[src/rtl/hz_pkg.sv]
`timescale 1ns/1ps
package hz_pkg;

  // Policy selected by the mode input
  typedef enum logic {
    HZ_MODE_NOFWD = 1'b0,
    HZ_MODE_FWD   = 1'b1
  } hz_mode_e;

  // Default geometry: 32 architectural registers, three stages tracked
  localparam int unsigned HZ_REG_AW = 5;
  localparam int unsigned HZ_DEPTH  = 3;

endpackage

[src/rtl/hz_track.sv]
`timescale 1ns/1ps
// Shift register of producer metadata for the stages behind decode.
// Entry 0 is execute, entry DEPTH-1 is the oldest tracked stage.
module hz_track #(
  parameter int unsigned REG_AW = 5,
  parameter int unsigned DEPTH  = 3
) (
  input  logic                    clk,
  input  logic                    rst_n,
  input  logic                    cap_valid_i,
  input  logic                    cap_we_i,
  input  logic                    cap_ld_i,
  input  logic [REG_AW-1:0]       cap_rd_i,
  output logic [DEPTH-1:0]        we_o,
  output logic [DEPTH-1:0]        ld_o,
  output logic [DEPTH*REG_AW-1:0] rd_o
);

  logic [DEPTH-1:0]        we_q, we_d;
  logic [DEPTH-1:0]        ld_q, ld_d;
  logic [DEPTH*REG_AW-1:0] rd_q, rd_d;

  // Next state: capture decode (or a bubble) into entry 0, shift the rest
  always_comb begin
    we_d[0]          = cap_valid_i & cap_we_i & (cap_rd_i != '0);
    ld_d[0]          = cap_valid_i & cap_ld_i;
    rd_d[REG_AW-1:0] = cap_valid_i ? cap_rd_i : '0;
    for (int j = 1; j < DEPTH; j++) begin
      we_d[j]                 = we_q[j-1];
      ld_d[j]                 = ld_q[j-1];
      rd_d[j*REG_AW +: REG_AW] = rd_q[(j-1)*REG_AW +: REG_AW];
    end
  end

  always_ff @(posedge clk or negedge rst_n) begin
    if (!rst_n) begin
      we_q <= '0;
      ld_q <= '0;
      rd_q <= '0;
    end else begin
      we_q <= we_d;
      ld_q <= ld_d;
      rd_q <= rd_d;
    end
  end

  assign we_o = we_q;
  assign ld_o = ld_q;
  assign rd_o = rd_q;

  // A tracked writer never names register 0
  AST_NO_ZERO_WRITER: assert property (@(posedge clk) disable iff (!rst_n)
    we_q[0] |=> (rd_q[REG_AW +: REG_AW] != '0));

endmodule

[src/rtl/hz_cmp.sv]
`timescale 1ns/1ps
// Compares one tracked producer against the two decode sources.
module hz_cmp #(
  parameter int unsigned REG_AW = 5
) (
  input  logic              stage_en_i,
  input  logic              need_load_i,
  input  logic              prod_we_i,
  input  logic              prod_ld_i,
  input  logic [REG_AW-1:0] prod_rd_i,
  input  logic [REG_AW-1:0] src_a_i,
  input  logic              src_a_en_i,
  input  logic [REG_AW-1:0] src_b_i,
  input  logic              src_b_en_i,
  output logic              hit_o
);

  logic match_a, match_b;

  always_comb begin
    match_a = src_a_en_i & (src_a_i != '0) & (src_a_i == prod_rd_i);
    match_b = src_b_en_i & (src_b_i != '0) & (src_b_i == prod_rd_i);
    hit_o   = stage_en_i & prod_we_i & (match_a | match_b) &
              (~need_load_i | prod_ld_i);
  end

endmodule

[src/rtl/pipe_hazard_unit.sv]
`timescale 1ns/1ps
module pipe_hazard_unit #(
  parameter int unsigned REG_AW = hz_pkg::HZ_REG_AW,
  parameter int unsigned DEPTH  = hz_pkg::HZ_DEPTH
) (
  input  logic              clk,
  input  logic              rst_n,
  input  logic              fwd_en,
  input  logic              id_valid,
  input  logic [REG_AW-1:0] id_rs_a,
  input  logic              id_rs_a_en,
  input  logic [REG_AW-1:0] id_rs_b,
  input  logic              id_rs_b_en,
  input  logic [REG_AW-1:0] id_rd,
  input  logic              id_rd_we,
  input  logic              id_mem_load,
  output logic              hold_o,
  output logic              bubble_o
);

  import hz_pkg::*;

  localparam int unsigned RUN_W = $clog2(DEPTH + 2);

  hz_mode_e                mode;
  logic [DEPTH-1:0]        trk_we, trk_ld, hit;
  logic [DEPTH*REG_AW-1:0] trk_rd;
  logic                    stall;

  assign mode = hz_mode_e'(fwd_en);

  hz_track #(.REG_AW(REG_AW), .DEPTH(DEPTH)) u_track (
    .clk         (clk),
    .rst_n       (rst_n),
    .cap_valid_i (id_valid & ~stall),
    .cap_we_i    (id_rd_we),
    .cap_ld_i    (id_mem_load),
    .cap_rd_i    (id_rd),
    .we_o        (trk_we),
    .ld_o        (trk_ld),
    .rd_o        (trk_rd)
  );

  // Forwarding: only execute entry, and only loads. Otherwise: whole window.
  for (genvar g = 0; g < DEPTH; g++) begin : g_cmp
    hz_cmp #(.REG_AW(REG_AW)) u_cmp (
      .stage_en_i  ((mode == HZ_MODE_NOFWD) || (g == 0)),
      .need_load_i (mode == HZ_MODE_FWD),
      .prod_we_i   (trk_we[g]),
      .prod_ld_i   (trk_ld[g]),
      .prod_rd_i   (trk_rd[g*REG_AW +: REG_AW]),
      .src_a_i     (id_rs_a),
      .src_a_en_i  (id_rs_a_en),
      .src_b_i     (id_rs_b),
      .src_b_en_i  (id_rs_b_en),
      .hit_o       (hit[g])
    );
  end

  assign stall    = id_valid & (|hit);
  assign hold_o   = stall;
  assign bubble_o = stall;

  // Consecutive-hold counter, used only by the window check below
  logic [RUN_W-1:0] run_q, run_d;

  always_comb begin
    run_d = run_q;
    if (!stall)
      run_d = '0;
    else if (run_q != {RUN_W{1'b1}})
      run_d = run_q + 1'b1;
  end

  always_ff @(posedge clk or negedge rst_n) begin
    if (!rst_n) run_q <= '0;
    else        run_q <= run_d;
  end

  AST_FWD_SINGLE_BUBBLE: assert property (@(posedge clk) disable iff (!rst_n)
    (hold_o && fwd_en) |=> !(hold_o && fwd_en));

  AST_HOLD_WINDOW: assert property (@(posedge clk) disable iff (!rst_n)
    run_q <= RUN_W'(DEPTH));

  AST_BUBBLE_CLEARS_WE: assert property (@(posedge clk) disable iff (!rst_n)
    hold_o |=> !trk_we[0]);

  AST_SRC_QUALIFIED: assert property (@(posedge clk) disable iff (!rst_n)
    hold_o |-> ((id_rs_a_en && id_rs_a != '0) || (id_rs_b_en && id_rs_b != '0)));

endmodule

[config.mk]
export PLATFORM = sky130hd
export DESIGN_NAME = pipe_hazard_unit
export DESIGN_NICKNAME = d
export VERILOG_FILES = /design/src/rtl/hz_pkg.sv /design/src/rtl/hz_track.sv /design/src/rtl/hz_cmp.sv /design/src/rtl/pipe_hazard_unit.sv
export SDC_FILE = /design/constraint.sdc
export NUM_CORES = 1
export LEC_CHECK = 0
export ABC_CLOCK_PERIOD_IN_PS = 2130
export BUFFER_PORTS_ARGS = -buffer_cell sky130_fd_sc_hd__buf_4
export CORE_MARGIN = 4
export CORE_UTILIZATION = 42
export DETAILED_ROUTE_END_ITERATION = 10
export GPL_ROUTABILITY_DRIVEN = 1
export PLACE_DENSITY = 0.65
export RECOVER_POWER = 50
export SLEW_MARGIN = 10
export SYNTH_ARGS = -nofsm -noshare
export SYNTH_HDL_FRONTEND = slang
export SYNTH_SLANG_ARGS = --single-unit
[constraint.sdc]
create_clock -name clk -period 2.13 [get_ports clk]
set_input_delay 0.1065 -clock clk [delete_from_list [all_inputs] [get_ports clk]]
set_output_delay 0.1065 -clock clk [all_outputs]
set_load 0.01 [all_outputs]
==> flow_metrics.tcl <==
set metrics [dict create \
    skew_ns 0.001222 \
    h-tree-depth 1 \
    rsz0062_at_grt "yes" \
    period_share_pct 96.85 \
    first_pass_iters 1 \
    critical_path_class "flop to output pin" \
    synth_cell_types 19 \
    cpPeakStageDelay_ns 0.44 \
    fin_nets 145 \
    crit_path_cell_trace "xor2_2 -> nor4_2 -> o2111ai_2 -> a31oi_4 -> o21a_1 -> buf_4" \
    fmaxAchievable_mhz 484.7 \
    regToRegEndpoint "u_track.rd_o[3]" \
    pwr-share-clk_pct 24.3 \
    num_rows 17 \
    worst-slew-pin-transition_ns 1.002 \
    maxCapViolCount 0 \
    clock_path_buffers 2 \
    initial_core_util_pct 44.76 \
    path_clk_slew_ns 0.09 \
    diodes 0 \
    setup_violations 0 \
    yosysWarnings 0 \
    grt_overflow 0 \
    drc_errors 0 \
    ir_drop_v 0.0003278 \
    r2r_start "u_track.rd_o[1]" \
    critPathArrivalTime_ns 1.96 \
    grt_max_degree 20 \
    area_delta_synth_final_pct 29.54 \
    min_to "u_track.rd_o[2]" \
    path_max_fanout 4 \
    grt_pass1_wl_um 3519 \
    die_area_um2 3225 \
    tns_ns 0 \
    whs_path_depth 3 \
    grt_antenna_before_repair 0 \
    share_seq_of_total_power_pct 57.2 \
    hold_violations 0 \
    synth_top_area_cell "dfrtp_1" \
    coreArea_um2 2233 \
    synthTopCellsByArea "dfrtp_1 48%, xor2_1 20%, xnor2_1 6.1%" \
    drive_gt1_share_pct 31.40 \
    vias_per_cell 5.107 \
    p_leak_nw 0.5976 \
    crit_family "compound AO/OA/AOI/OAI gates" \
    cp-start-kind "flop" \
    slowest_stage "dfrtp_1" \
    die_w_um 56.79 \
    wire_per_inst_um 15.20 \
    power.density_nw_per_um2 539.3 \
    syn_inst 88 \
    outcome "finished, final reports clean" \
    critPathBufInv 1 \
    rr_worst_depth 7 \
    cts_made_buffers 3 \
    place_congestion 0.8868 \
    pin_count 25 \
    switchingPower_w 0.0001793 \
    dpl.hpwl_um 1759 \
    port_buffers 24 \
    finalPower_w 0.0006983 \
    synth_area_per_cell_um2 11.36 \
    ys_seq_area_share_pct 47.56 \
    clk_root_buffer_cell "clkbuf_4" \
    min_path_type "input pin to flop" \
    cts_sinks 19 \
    reg2reg_setup_slack_ns 0.34 \
    via_count 761 \
    yosys.area.top_type_share_pct 47.56 \
    syn-cell-area_um2 999.7 \
    drt-total-wl_um 2265 \
    die_h_um 56.79 \
    ys_seq_elements 19 \
    synth_nets 111 \
    cp_data_required_time_ns 2.02 \
    slew-limit-headroom_pct 33.18 \
    grt_usage_pct 14.57 \
    p_int_w 0.0005191 \
    p_comb_share_pct 18.5 \
    first_global_vias 799 \
    clk_latency_ns 0.28 \
    finalCriticalPeriod_ns 2.063 \
    ant_nets 0 \
    drt_iter0_drc 0 \
    hold_start "id_rd[2]" \
    slew_viol_final 0 \
    cp-end-kind "output pin" \
    cts_tree "built" \
    swShare_pct 25.67 \
]
[worst max path at each step]
stage                         start  endpoint  slack, ns  cells past startpoint
detailed placement  u_track.rd_o[9]    hold_o       0.33                      6
floorplan           u_track.rd_o[2]    hold_o       0.38                      5
global route        u_track.rd_o[1]  bubble_o      -0.07                      6
global placement    u_track.rd_o[3]    hold_o       0.37                      6
finish              u_track.rd_o[1]    hold_o       0.07                      6
CTS                 u_track.rd_o[3]    hold_o      0.006                      6
[final cells by class]
type                       count  area [µm²]
inverter                       1       3.754
timing repair buffer          31       231.5
tap                           28       35.03
clock buffer                   4       26.28
sequential                    19       475.5
fill                         198       938.4
multi-input combinational     66       523.0
[power groups by stage]
stage | sequential [W] | clock, W | combinational, W
2_1_floorplan | 0.000402 | 0 | 0.0000600
3_3_place_gp | 0.000405 | 0 | 0.000121
3_5_place_dp | 0.000406 | 0 | 0.000124
4_1_cts | 0.000399 | 0.000179 | 0.000127
5_1_grt | 0.000402 | 0.000193 | 0.000142
6_report | 0.000399 | 0.000170 | 0.000129
[worst min-delay path, cell delays in order]
cell and delay (ns):
buf_4 0.11, nand2_1 0.05, nor3_1 0.03
[kinds of logic after synthesis]
| group | after synthesis | share of synthesized area [%] |
|---|---|---|
| simple gates | 28 | 16.14 |
| buf+inv | 3 | 1.501 |
| xor+xnor | 30 | 26.28 |
| compound gates | 8 | 8.511 |
| flops | 19 | 47.56 |
[synth_stat cells]
master / number
o2111ai_1: 2
nor2b_1: 2
o211ai_1: 1
o21a_1: 1
nor4_1: 4
or4_4: 1
a31oi_4: 2
inv_1: 1
dfrtp_1: 19
nor3_1: 7
xor2_1: 23
buf_1: 1
or4_1: 3
nand2_1: 6
nand3_1: 4
nor4_2: 1
o21ai_1: 2
xnor2_1: 7
buf_4: 1
[metrics by stage]
| step | area (µm²) | cells | setup slack [ns] | hold WS (ns) | utilization (%) |
|---|---|---|---|---|---|
| global route | 1295 | 149 | -0.06594 | 0.03699 | 57.98 |
| finish | 1295 | 149 | 0.06706 | 0.04025 | 57.98 |
| detailed placement | 1204 | 138 | 0.3350 | -0.01057 | 53.89 |
| global placement | 1204 | 138 | 0.3718 | -0.01533 | 53.89 |
| CTS | 1247 | 144 | 0.005725 | 0.02589 | 55.85 |
| floorplan | 999.7 | 88 | 0.3847 | -0.1891 | - |
[sequential cells by signal (all words and copies together) (netlist names)]
| register | count |
|---|---|
| u_track.rd_o | 15 |
| u_track.we_o | 3 |
| u_track.ld_o | 1 |
[layer usage]
metal  wire, µm  GRT usage [%]  vias up
met5          0              0        -
met4          0          5.960        0
met3        148          3.448        0
met2       1215          26.40       23
met1        900          16.12      366
li1           -              -      372
[layout by cell type, fill, tap and decap left out]
cell	count
buf_4	29
xor2_1	22
dfrtp_1	19
xnor2_1	7
nor3_1	7
nand2_1	6
nor4_1	4
nand3_1	4
or4_1	3
clkbuf_4	3
nor2b_1	2
o21ai_1	2
a31oi_4	2
clkbuf_1	2
inv_1	1
xor2_2	1
nor4_2	1
o2111ai_2	1
o2111ai_1	1
or4_4	1
o21a_1	1
o211ai_1	1
dlygate4sd3_1	1
[repair_timing]
action / 4_1_cts / 5_1_grt
gates resized for setup: 0 / 2
buffers inserted: 1 / 5
setup endpoints to repair: 2 / 2
pin swaps: 1 / 5
hold buffers: 1 / 0
endpoints found under the hold margin: 19 / 0
(Power assumes the default switching activity.)
